`config.mk`:
```
export PLATFORM = sky130hd
export DESIGN_NAME = pds_top
export DESIGN_NICKNAME = d
export VERILOG_FILES = /design/src/rtl/pds_pkg.sv /design/src/rtl/pds_regs.sv /design/src/rtl/pds_vote.sv /design/src/rtl/pds_seq.sv /design/src/rtl/pds_top.sv
export SDC_FILE = /design/constraint.sdc
export NUM_CORES = 1
export LEC_CHECK = 0
export ABC_AREA = 1
export CORE_MARGIN = 8
export CORE_UTILIZATION = 54
export CTS_BUF_LIST = sky130_fd_sc_hd__clkbuf_4 sky130_fd_sc_hd__clkbuf_8
export CTS_CLUSTER_DIAMETER = 40
export DETAILED_ROUTE_END_ITERATION = 16
export PLACE_DENSITY = 0.93
export SLEW_MARGIN = 0
export SYNTH_ARGS = -nofsm -noshare
export SYNTH_HDL_FRONTEND = slang
export SYNTH_SLANG_ARGS = --single-unit
```
`constraint.sdc`:
```
create_clock -name clk -period 7.3 [get_ports clk]
set_input_delay 1.825 -clock clk [delete_from_list [all_inputs] [get_ports clk]]
set_output_delay 1.825 -clock clk [all_outputs]
set_load 0.005 [all_outputs]
```
`src/rtl/pds_pkg.sv`:
```
package pds_pkg;
    localparam int STEPS  = 4;
    localparam int STEP_W = $clog2(STEPS);
    localparam int LVL_W  = $clog2(STEPS + 1);

    typedef enum logic {SEQ_IDLE, SEQ_WAIT} seq_e;

    typedef struct packed {
        seq_e              st;
        logic              dir_up;
        logic [STEP_W-1:0] stp;
        logic [LVL_W-1:0]  lvl;
        logic [STEPS-1:0]  req;
    } seq_s;
endpackage

```
`src/rtl/pds_regs.sv`:
```
module pds_regs
    import pds_pkg::*;
#(
    parameter int NDOM = 16,
    parameter int LB   = 4,
    parameter int DW   = 32,
    parameter int AW   = 2
) (
    input  logic                 clk,
    input  logic                 rst_n,
    input  logic                 wr_en,
    input  logic [AW-1:0]        addr,
    input  logic [DW-1:0]        wdata,
    output logic [DW-1:0]        rdata,
    input  logic [LVL_W-1:0]     stat_lvl,
    input  logic                 stat_busy,
    output logic [STEPS-1:0]     sw_bits,
    output logic                 pdn_bit,
    output logic                 lpm_sel,
    output logic [NDOM*LB-1:0]   levels
);
    localparam int NREG     = (NDOM * LB) / DW;
    localparam int STAT_ADR = NREG + 1;
    localparam int PDN_BIT  = STEPS;
    localparam int LPM_BIT  = 8;

    typedef struct packed {
        logic [STEPS-1:0]   sw;
        logic               pdn;
        logic               lpm;
        logic [NDOM*LB-1:0] lvl;
    } reg_s;

    reg_s r_d, r_q;

    always_comb begin
        r_d = r_q;
        if (wr_en) begin
            if (addr == '0) begin
                r_d.sw  = wdata[STEPS-1:0];
                r_d.pdn = wdata[PDN_BIT];
                r_d.lpm = wdata[LPM_BIT];
            end
            for (int k = 0; k < NREG; k++) begin
                if (int'(addr) == k + 1) r_d.lvl[k*DW +: DW] = wdata;
            end
        end
    end

    always_ff @(posedge clk or negedge rst_n) begin
        if (!rst_n) r_q <= '0;
        else        r_q <= r_d;
    end

    always_comb begin
        rdata = '0;
        if (addr == '0) begin
            rdata[STEPS-1:0] = r_q.sw;
            rdata[PDN_BIT]   = r_q.pdn;
            rdata[LPM_BIT]   = r_q.lpm;
        end
        for (int k = 0; k < NREG; k++) begin
            if (int'(addr) == k + 1) rdata = r_q.lvl[k*DW +: DW];
        end
        if (int'(addr) == STAT_ADR) begin
            rdata[LVL_W-1:0] = stat_lvl;
            rdata[4]         = stat_busy;
        end
    end

    assign sw_bits = r_q.sw;
    assign pdn_bit = r_q.pdn;
    assign lpm_sel = r_q.lpm;
    assign levels  = r_q.lvl;

    AST_CTRL_WRITE: assert property (@(posedge clk) disable iff (!rst_n)
        (wr_en && addr == '0) |=> (lpm_sel == $past(wdata[LPM_BIT]))) else $error("ctrl write lost");
endmodule

```
`src/rtl/pds_vote.sv`:
```
module pds_vote #(
    parameter int NDOM = 16,
    parameter int LB   = 4
) (
    input  logic [NDOM*LB-1:0] levels,
    input  logic [NDOM*LB-1:0] modes,
    output logic               all_off
);
    logic [NDOM-1:0] need_on;

    for (genvar n = 0; n < NDOM; n++) begin : g_dom
        assign need_on[n] = modes[n*LB +: LB] < levels[n*LB +: LB];
    end

    assign all_off = ~|need_on;
endmodule

```
`src/rtl/pds_seq.sv`:
```
module pds_seq
    import pds_pkg::*;
(
    input  logic             clk,
    input  logic             rst_n,
    input  logic [LVL_W-1:0] tgt,
    input  logic [STEPS-1:0] done,
    output logic [STEPS-1:0] req,
    output logic [LVL_W-1:0] lvl,
    output logic             busy
);
    seq_s s_d, s_q;

    always_comb begin
        s_d = s_q;
        case (s_q.st)
            SEQ_IDLE: begin
                if (tgt > s_q.lvl) begin
                    s_d.req[s_q.lvl[STEP_W-1:0]] = 1'b1;
                    s_d.stp    = s_q.lvl[STEP_W-1:0];
                    s_d.dir_up = 1'b0;
                    s_d.st     = SEQ_WAIT;
                end else if (tgt < s_q.lvl) begin
                    s_d.stp    = s_q.lvl[STEP_W-1:0] - 1'b1;
                    s_d.req[s_d.stp] = 1'b0;
                    s_d.dir_up = 1'b1;
                    s_d.st     = SEQ_WAIT;
                end
            end
            default: begin
                if (done[s_q.stp] == s_q.req[s_q.stp]) begin
                    s_d.lvl = s_q.dir_up ? s_q.lvl - 1'b1 : s_q.lvl + 1'b1;
                    s_d.st  = SEQ_IDLE;
                end
            end
        endcase
    end

    always_ff @(posedge clk or negedge rst_n) begin
        if (!rst_n) s_q <= '{st: SEQ_IDLE, default: '0};
        else        s_q <= s_d;
    end

    assign req  = s_q.req;
    assign lvl  = s_q.lvl;
    assign busy = (s_q.st == SEQ_WAIT);

    AST_THERMO: assert property (@(posedge clk) disable iff (!rst_n)
        ((req & (req + 1'b1)) == '0)) else $error("step order broken");
    AST_ONE_STEP: assert property (@(posedge clk) disable iff (!rst_n)
        ($countones(req ^ $past(req)) <= 1)) else $error("multi-step change");
    AST_HOLD_PENDING: assert property (@(posedge clk) disable iff (!rst_n)
        (busy && done[s_q.stp] != req[s_q.stp]) |=> $stable(req)) else $error("moved before ack");
    for (genvar i = 1; i < STEPS; i++) begin : g_dn
        AST_DOWN_GATED: assert property (@(posedge clk) disable iff (!rst_n)
            $rose(req[i]) |-> $past(done[i-1])) else $error("down step ungated");
    end
    for (genvar i = 0; i < STEPS - 1; i++) begin : g_up
        AST_UP_GATED: assert property (@(posedge clk) disable iff (!rst_n)
            $fell(req[i]) |-> $past(!done[i+1])) else $error("up step ungated");
    end
endmodule

```
`src/rtl/pds_top.sv`:
```
module pds_top
    import pds_pkg::*;
#(
    parameter int NDOM = 16,
    parameter int LB   = 4,
    parameter int DW   = 32,
    parameter int AW   = 2
) (
    input  logic               clk,
    input  logic               rst_n,
    input  logic               wr_en,
    input  logic [AW-1:0]      addr,
    input  logic [DW-1:0]      wdata,
    output logic [DW-1:0]      rdata,
    input  logic [NDOM*LB-1:0] dom_mode,
    output logic               hsk_req,
    output logic               iso_req,
    output logic               rst_req,
    output logic               psw_off_req,
    input  logic               hsk_stat,
    input  logic               iso_stat,
    input  logic               rst_stat,
    input  logic               psw_stat,
    output logic               seq_busy
);
    logic [STEPS-1:0]   sw_bits, done, req;
    logic               pdn_bit, lpm_sel, all_off;
    logic [NDOM*LB-1:0] levels;
    logic [LVL_W-1:0]   tgt, lvl;

    pds_regs #(.NDOM(NDOM), .LB(LB), .DW(DW), .AW(AW)) u_regs (
        .clk(clk), .rst_n(rst_n), .wr_en(wr_en), .addr(addr), .wdata(wdata),
        .rdata(rdata), .stat_lvl(lvl), .stat_busy(seq_busy), .sw_bits(sw_bits),
        .pdn_bit(pdn_bit), .lpm_sel(lpm_sel), .levels(levels)
    );

    pds_vote #(.NDOM(NDOM), .LB(LB)) u_vote (
        .levels(levels), .modes(dom_mode), .all_off(all_off)
    );

    always_comb begin
        tgt = '0;
        if (lpm_sel) begin
            tgt = all_off ? LVL_W'(STEPS) : '0;
        end else if (pdn_bit) begin
            tgt = LVL_W'(STEPS);
        end else begin
            for (int i = 0; i < STEPS; i++) begin
                if (sw_bits[i]) tgt = LVL_W'(i + 1);
            end
        end
    end

    // status normalised to "step applied" polarity
    assign done = {psw_stat, ~rst_stat, iso_stat, hsk_stat};

    pds_seq u_seq (
        .clk(clk), .rst_n(rst_n), .tgt(tgt), .done(done),
        .req(req), .lvl(lvl), .busy(seq_busy)
    );

    assign hsk_req     = req[0];
    assign iso_req     = req[1];
    assign rst_req     = req[2];
    assign psw_off_req = req[3];

    AST_LPM_TARGET: assert property (@(posedge clk) disable iff (!rst_n)
        (lpm_sel && !all_off) |-> (tgt == '0)) else $error("domain needs slice on");
endmodule

```
==> results of run 1 <==
-- cell usage in the layout (no fill, tap or decap), types with 2 or more instances in the layout --
cell | Yosys | routed
nand2_1 | 193 | 192
inv_1 | 141 | 141
clkdlybuf4s50_1 | 0 | 140
dfrtp_1 | 81 | 81
o21ai_1 | 72 | 72
ha_1 | 55 | 55
o22ai_1 | 22 | 22
a21oi_1 | 21 | 21
o21ai_0 | 15 | 15
nor2_1 | 14 | 14
clkbuf_8 | 0 | 11
inv_2 | 6 | 6
nand2_2 | 5 | 6
nand3_1 | 5 | 5
a22o_1 | 4 | 4
o221ai_1 | 3 | 3
a22oi_1 | 3 | 3
xor2_1 | 2 | 2
clkinvlp_4 | 0 | 2
-- synth_stat cells, drive strengths merged --
cell type / n
o221ai: 3
o21bai: 1
ha: 55
a21oi: 21
a221oi: 1
fa: 1
a22o: 4
o21a: 1
o211ai: 1
o22ai: 22
xor2: 3
o2111ai: 1
inv: 147
xnor2: 1
a22oi: 3
dfrtp: 81
nor3: 1
clkbuf: 2
nand3: 5
buf: 15
nor2: 16
o21ai: 87
nand2: 198
-- layout make-up --
cell class	instances	area, um2
fillers	699	2400
clock inverters	5	62.6
clock buffers	11	151
well taps	111	139
repair buffers	141	1410
flip-flops and latches	81	2030
inverters	147	552
multi-input cells	425	2410
-- cells by family after synthesis --
family	Yosys count
AO/OA/AOI/OAI	145
XOR/XNOR	4
adder cells (fa/ha/maj)	56
buffers and inverters	164
flip-flops	81
AND/OR/NAND/NOR	220
-- worst register-to-register path: stages, from the launching register on --
cell and delay (ps):
dfrtp_1 360, inv_1 60, ha_1 290, nand2_1 70, inv_1 60, nand2_1 60
nand2_1 100, nand2_1 60, nor2_1 90, nand2_1 60, nor2_1 150, nor2_1 50
nor2_1 100, ha_1 260, nand2_1 80, nor2_1 50, nor2_1 90, nand2_1 100
nor2_2 210, inv_2 90, nand2_2 130, nand3_1 90, a22oi_1 150
-- routing by layer --
| layer | up-vias | share of wire, % | global-route usage, % | wire length (um) |
|---|---|---|---|---|
| met5 | - | 0 | 0 | 0 |
| li1 | 2392 | - | - | - |
| met4 | 0 | 2.3 | 9.24 | 343 |
| met3 | 26 | 6.2 | 5.48 | 923 |
| met1 | 2323 | 40 | 25.4 | 5930 |
| met2 | 179 | 51 | 41.6 | 7610 |
-- power by group through the flow --
stage | combinational (mW) | clock [mW] | sequential (mW)
floorplan | 0.404 | 0 | 0.604
global placement | 0.616 | 0 | 0.616
detailed placement | 0.653 | 0 | 0.622
CTS | 0.658 | 0.351 | 0.613
global route | 0.741 | 0.369 | 0.625
finish | 0.656 | 0.348 | 0.616
-- through the flow --
step / total power [mW] / hold slack [ps] / setup WS [ps]
finish: 1.62 / 495 / 1380
global route: 1.73 / 514 / 1220
CTS: 1.62 / 498 / 1420
detailed placement: 1.27 / 478 / 1420
global placement: 1.23 / 471 / 1530
floorplan: 1.01 / 459 / 3040
-- sequential cells by signal, indices dropped and copies added, names as in the netlist --
register        cells
u_regs.levels      64
u_seq.busy          1
u_regs.pdn_bit      1
u_regs.sw_bits      4
u_regs.lpm_sel      1
u_seq.req           4
u_seq.lvl           3
u_seq.s_q           3
-- worst paths after layout --
path	start	to	slack [ps]	cells past startpoint
worst max-delay path	addr[1]	rdata[0]	1380	7
worst min-delay path	u_regs.levels[14]$_DFFE_PN0P_	u_regs.levels[14]$_DFFE_PN0P_	490	2
worst max register to register	u_regs.levels[19]$_DFFE_PN0P_	u_seq.req[1]$_DFFE_PN0P_	4450	22
worst min register to register	u_regs.levels[14]$_DFFE_PN0P_	u_regs.levels[14]$_DFFE_PN0P_	490	2
max in group asynchronous	rst_n	u_regs.levels[4]$_DFFE_PN0P_	5000	1
min in group asynchronous	rst_n	u_seq.req[1]$_DFFE_PN0P_	1600	1
==> results.sh, run 1 <==
export IMPL_nNetsFinal=966
export IMPL_dp_hpwl_um=11400
export IMPL_cts_tree="built"
export IMPL_place_congestion=0.914
export IMPL_cts_setup_buffers=0
export IMPL_finish_instance_area_um2=6750
export IMPL_cp_required_ps=5480
export IMPL_critPathBufInv=4
export IMPL_slew_viol_final=0
export IMPL_end_kind="output pin"
export IMPL_syn_nets=831
export IMPL_worstMarginPinSlew_ps=1190
export IMPL_netlist_area_um2=5070
export IMPL_core_area_um2=9150
export IMPL_seqPwrFrac_pct=38.0
export IMPL_ys_warn_count=0
export IMPL_power_density_nw_per_um2=240
export IMPL_relSlewSlack_pct=20.2
export IMPL_clockRootBuffer="clkbuf_8"
export IMPL_p_switching_mw=0.597
export IMPL_critPathMaxStageDelay_ps=520
export IMPL_ys_ff_latch=81
export IMPL_grtUsageTotal_pct=23.0
export IMPL_cellLeakagePower_nw=3.51
export IMPL_htree_levels=3
export IMPL_comb_power_share_pct=40.5
export IMPL_rsz0062_at_grt="false"
export IMPL_place_area_um2=6540
export IMPL_setup_viol=0
export IMPL_io_pins=142
export IMPL_cts_buffer_depth=2
export IMPL_tns_ps=0
export IMPL_drive_gt1_share_pct=3.95
export IMPL_synth_top_family_by_area="simple AND/OR/NAND/NOR gates"
export IMPL_synth_compound_area_share_pct=15.8
export IMPL_overflow=0
export IMPL_syn_inst=670
export IMPL_wl_um=14800
export IMPL_final_util_pct=73.8
export IMPL_dieHeight_um=113
export IMPL_cts_resized_gates=0
export IMPL_drv_cap=0
export IMPL_grt_pass1_wl_um=23600
export IMPL_fmax_ghz=0.169
export IMPL_fin_skew_ps=16.6
export IMPL_area_growth_pct=33.2
export IMPL_finalCritPeriodShare_pct=81.1
export IMPL_avgSynthCellArea_um2=7.56
export IMPL_dr_first_iter_drc_count=282
export IMPL_antenna_left=0
export IMPL_synthSimpleGateAreaFrac_pct=16.9
export IMPL_wl_per_cell_um=16.1
export IMPL_synthXorXnorAreaFrac_pct=0.840
export IMPL_postCtsHoldBufs=0
export IMPL_critPathSlowestCell="clkdlybuf4s50_1"
export IMPL_crit_path_cell_trace="clkdlybuf4s50_1 -> inv_2 -> nand2_2 -> inv_2 -> a221oi_1 -> o21ai_0 -> clkdlybuf4s50_1"
export IMPL_cts_buffers=9
export IMPL_insertion_delay_ps=350
export IMPL_yosys_area_top_type="dfrtp_1"
export IMPL_rows=35
export IMPL_firstDrtPassIters=5
export IMPL_yosys_top_cells_area="dfrtp_1 (40%), nand2_1 (14%), ha_1 (14%)"
export IMPL_final_instance_count_excl_fill=921
export IMPL_synth_cell_types=30
export IMPL_path_class="in -> out"
export IMPL_netSwitchingFraction_pct=36.9
export IMPL_grt_max_degree=82
export IMPL_via_per_inst=5.34
export IMPL_io_buffers=141
export IMPL_critPathLaunchType="input pin"
export IMPL_first_global_vias=4999
export IMPL_die_area_um2=12700
export IMPL_die_w_um=113
export IMPL_drc=0
export IMPL_synth_fa_ha_area_share_pct=14.0
export IMPL_diodes=0
export IMPL_yosysSeqAreaShare_pct=40.0
export IMPL_post_route_min_period_ps=5920
export IMPL_clk_pin_slew_ps=70
export IMPL_synth_top_area_share_pct=40.0
export IMPL_vias=4920
export IMPL_p_int_mw=1.02
export IMPL_cts_sinks=81
export IMPL_hold_violations=0
export IMPL_antenna_found_initial=0
export IMPL_start_util_pct=55.4
export IMPL_critPathArrivalTime_ps=4090
export IMPL_status="finished, final reports clean"
export IMPL_path_max_fanout=25
export IMPL_muxShareOfSynthArea_pct=0
export IMPL_peakVddDrop_uv=230
export IMPL_critPathTopFamily="buffers and inverters"
export IMPL_clockPowerShare_pct=21.5
export IMPL_dp_cells=905
export IMPL_hp_class="reg -> reg"
Note: power is estimated with default switching activity, not from simulation.
==> inputs of run 2 (changes only) <==
--- a/config.mk
+++ b/config.mk
@@ -7,11 +7,11 @@
 export LEC_CHECK = 0
 export ABC_AREA = 1
 export CORE_MARGIN = 8
-export CORE_UTILIZATION = 54
+export CORE_UTILIZATION = 50
 export CTS_BUF_LIST = sky130_fd_sc_hd__clkbuf_4 sky130_fd_sc_hd__clkbuf_8
 export CTS_CLUSTER_DIAMETER = 40
 export DETAILED_ROUTE_END_ITERATION = 16
-export PLACE_DENSITY = 0.93
+export PLACE_DENSITY = 0.87
 export SLEW_MARGIN = 0
 export SYNTH_ARGS = -nofsm -noshare
 export SYNTH_HDL_FRONTEND = slang
==> constraint.sdc (replaced) <==
create_clock -name clk -period 6.1 [get_ports clk]
set_input_delay 1.525 -clock clk [delete_from_list [all_inputs] [get_ports clk]]
set_output_delay 1.525 -clock clk [all_outputs]
set_load 0.005 [all_outputs]
==> run 2 against run 1 <==
Design area grew 0.70%. Utilization shrank 4.5 points. Critical endpoint is now rdata[4]. First-iteration DRC count grew 9.2%. Critical path type unchanged.
==> results.sh, run 2 (synthesized netlist as in run 1, its figures left out) <==
export IMPL_vias=4796
export IMPL_htree_levels=3
export IMPL_fmax_ghz=0.191
export IMPL_cts_tree="built"
export IMPL_insertion_delay_ps=360
export IMPL_dp_cells=927
export IMPL_critPathMaxStageDelay_ps=520
export IMPL_r2r_end="u_seq.req[2]$_DFFE_PN0P_"
export IMPL_area_growth_pct=34.2
export IMPL_nNetsFinal=966
export IMPL_clk_pin_slew_ps=80
export IMPL_grt_max_degree=82
export IMPL_finalCritPeriodShare_pct=86.0
export IMPL_path_class="in -> out"
export IMPL_first_global_vias=5042
export IMPL_wl_um=14500
export IMPL_fin_skew_ps=14.4
export IMPL_start_util_pct=51.6
export IMPL_crit_path_cell_trace="clkdlybuf4s50_1 -> inv_2 -> nand2_2 -> inv_2 -> nand2_1 -> nand2_1 -> a21oi_1 -> o21ai_0 -> clkdlybuf4s50_1"
export IMPL_power_mw=1.97
export IMPL_cp_required_ps=4580
export IMPL_slew_viol_final=0
export IMPL_cts_setup_buffers=0
export IMPL_critPathBufInv=4
export IMPL_cp_depth=9
export IMPL_critPathLaunchType="input pin"
export IMPL_drc=0
export IMPL_dieHeight_um=117
export IMPL_hp_class="reg -> reg"
export IMPL_place_congestion=0.893
export IMPL_die_area_um2=13600
export IMPL_postCtsHoldBufs=0
export IMPL_via_per_inst=5.09
export IMPL_path_max_fanout=25
export IMPL_cts_buffer_depth=2
export IMPL_setup_viol=0
export IMPL_grtUsageTotal_pct=22.0
export IMPL_largest_reg_flops=64
export IMPL_cellLeakagePower_nw=3.52
export IMPL_critPathSlowestCell="clkdlybuf4s50_1"
export IMPL_antenna_left=0
export IMPL_io_buffers=141
export IMPL_rows=36
export IMPL_critPathArrivalTime_ps=3720
export IMPL_crit_start="addr[1]"
export IMPL_overflow=0
export IMPL_critPathTopFamily="buffers and inverters"
export IMPL_cts_buffers=9
export IMPL_wl_per_cell_um=15.4
export IMPL_antenna_found_initial=0
export IMPL_final_cell_mix="nand2_1 (192), inv_1 (141), clkdlybuf4s50_1 (140)"
export IMPL_final_instance_count_excl_fill=943
export IMPL_tns_ps=0
export IMPL_die_w_um=117
export IMPL_io_pins=142
export IMPL_drive_gt1_share_pct=3.95
export IMPL_core_area_um2=9820
export IMPL_final_util_pct=69.2
export IMPL_drv_cap=0
export IMPL_hold_violations=0
export IMPL_r2r_cells=22
export IMPL_crit_end="rdata[4]"
export IMPL_cts_resized_gates=0
export IMPL_reg2reg_slack_ps=3290
export IMPL_diodes=0
export IMPL_post_route_min_period_ps=5250
export IMPL_grt_pass1_wl_um=23600
export IMPL_final_common_cell="nand2_1"
export IMPL_worstMarginPinSlew_ps=1200
export IMPL_place_ws_ps=891
export IMPL_clockRootBuffer="clkbuf_8"
export IMPL_peakVddDrop_uv=239
export IMPL_dr_first_iter_drc_count=308
export IMPL_power_density_nw_per_um2=290
export IMPL_cts_sinks=81
export IMPL_firstDrtPassIters=5
export IMPL_status="finished, final reports clean"
export IMPL_relSlewSlack_pct=20.0
export IMPL_finalWorstSetupSlack_ps=851
export IMPL_dp_hpwl_um=11200
export IMPL_end_kind="output pin"
export IMPL_rsz0062_at_grt="false"
export IMPL_nFillCells=793
export IMPL_r2r_start="u_regs.levels[29]$_DFFE_PN0P_"
[run 2: worst min-delay path by stage]
stage                                        from                       endpoint  depth (start not counted)
floorplan           u_regs.levels[10]$_DFFE_PN0P_  u_regs.levels[10]$_DFFE_PN0P_                          2
global placement    u_regs.levels[35]$_DFFE_PN0P_  u_regs.levels[35]$_DFFE_PN0P_                          2
detailed placement  u_regs.levels[40]$_DFFE_PN0P_  u_regs.levels[40]$_DFFE_PN0P_                          2
CTS                 u_regs.levels[40]$_DFFE_PN0P_  u_regs.levels[40]$_DFFE_PN0P_                          2
global route         u_regs.levels[3]$_DFFE_PN0P_   u_regs.levels[3]$_DFFE_PN0P_                          2
finish              u_regs.levels[40]$_DFFE_PN0P_  u_regs.levels[40]$_DFFE_PN0P_                          2
[run 2: worst min-delay path, stage by stage (launching register included)]
cell     delay [ps]
dfrtp_1         350
nand2_1          50
o21ai_1          60
[run 2: area by class of cell]
| class | instances | area, um2 | area share (%) |
|---|---|---|---|
| Clock buffer | 12 | 159 | 2.34 |
| Clock inverter | 4 | 75.1 | 1.10 |
| Sequential cell | 81 | 2030 | 29.8 |
| Tap cell | 133 | 166 | 2.45 |
| Multi-Input combinational cell | 425 | 2410 | 35.5 |
| Inverter | 147 | 552 | 8.12 |
| Timing Repair Buffer | 141 | 1410 | 20.7 |
[run 2: routing by layer]
metal	vias up	track usage (%)	share of wire, %
li1	2385	-	-
met1	2218	24.5	41
met2	169	40.0	50
met3	24	5.38	7.5
met4	0	7.34	1.7
met5	-	0	0
[run 2: power breakdown]
part	internal, mW	leakage (nW)	switching (mW)
registers	0.650	1.01	0.0866
clock network	0.258	0.112	0.194
logic	0.360	2.40	0.421
total	1.27	3.52	0.702
[run 2: per-stage QoR]
step	instance area, um2	hold slack (ps)
global placement	6570	472
global route	6800	519
CTS	6800	499
floorplan	5070	459
detailed placement	6570	479
finish	6800	494
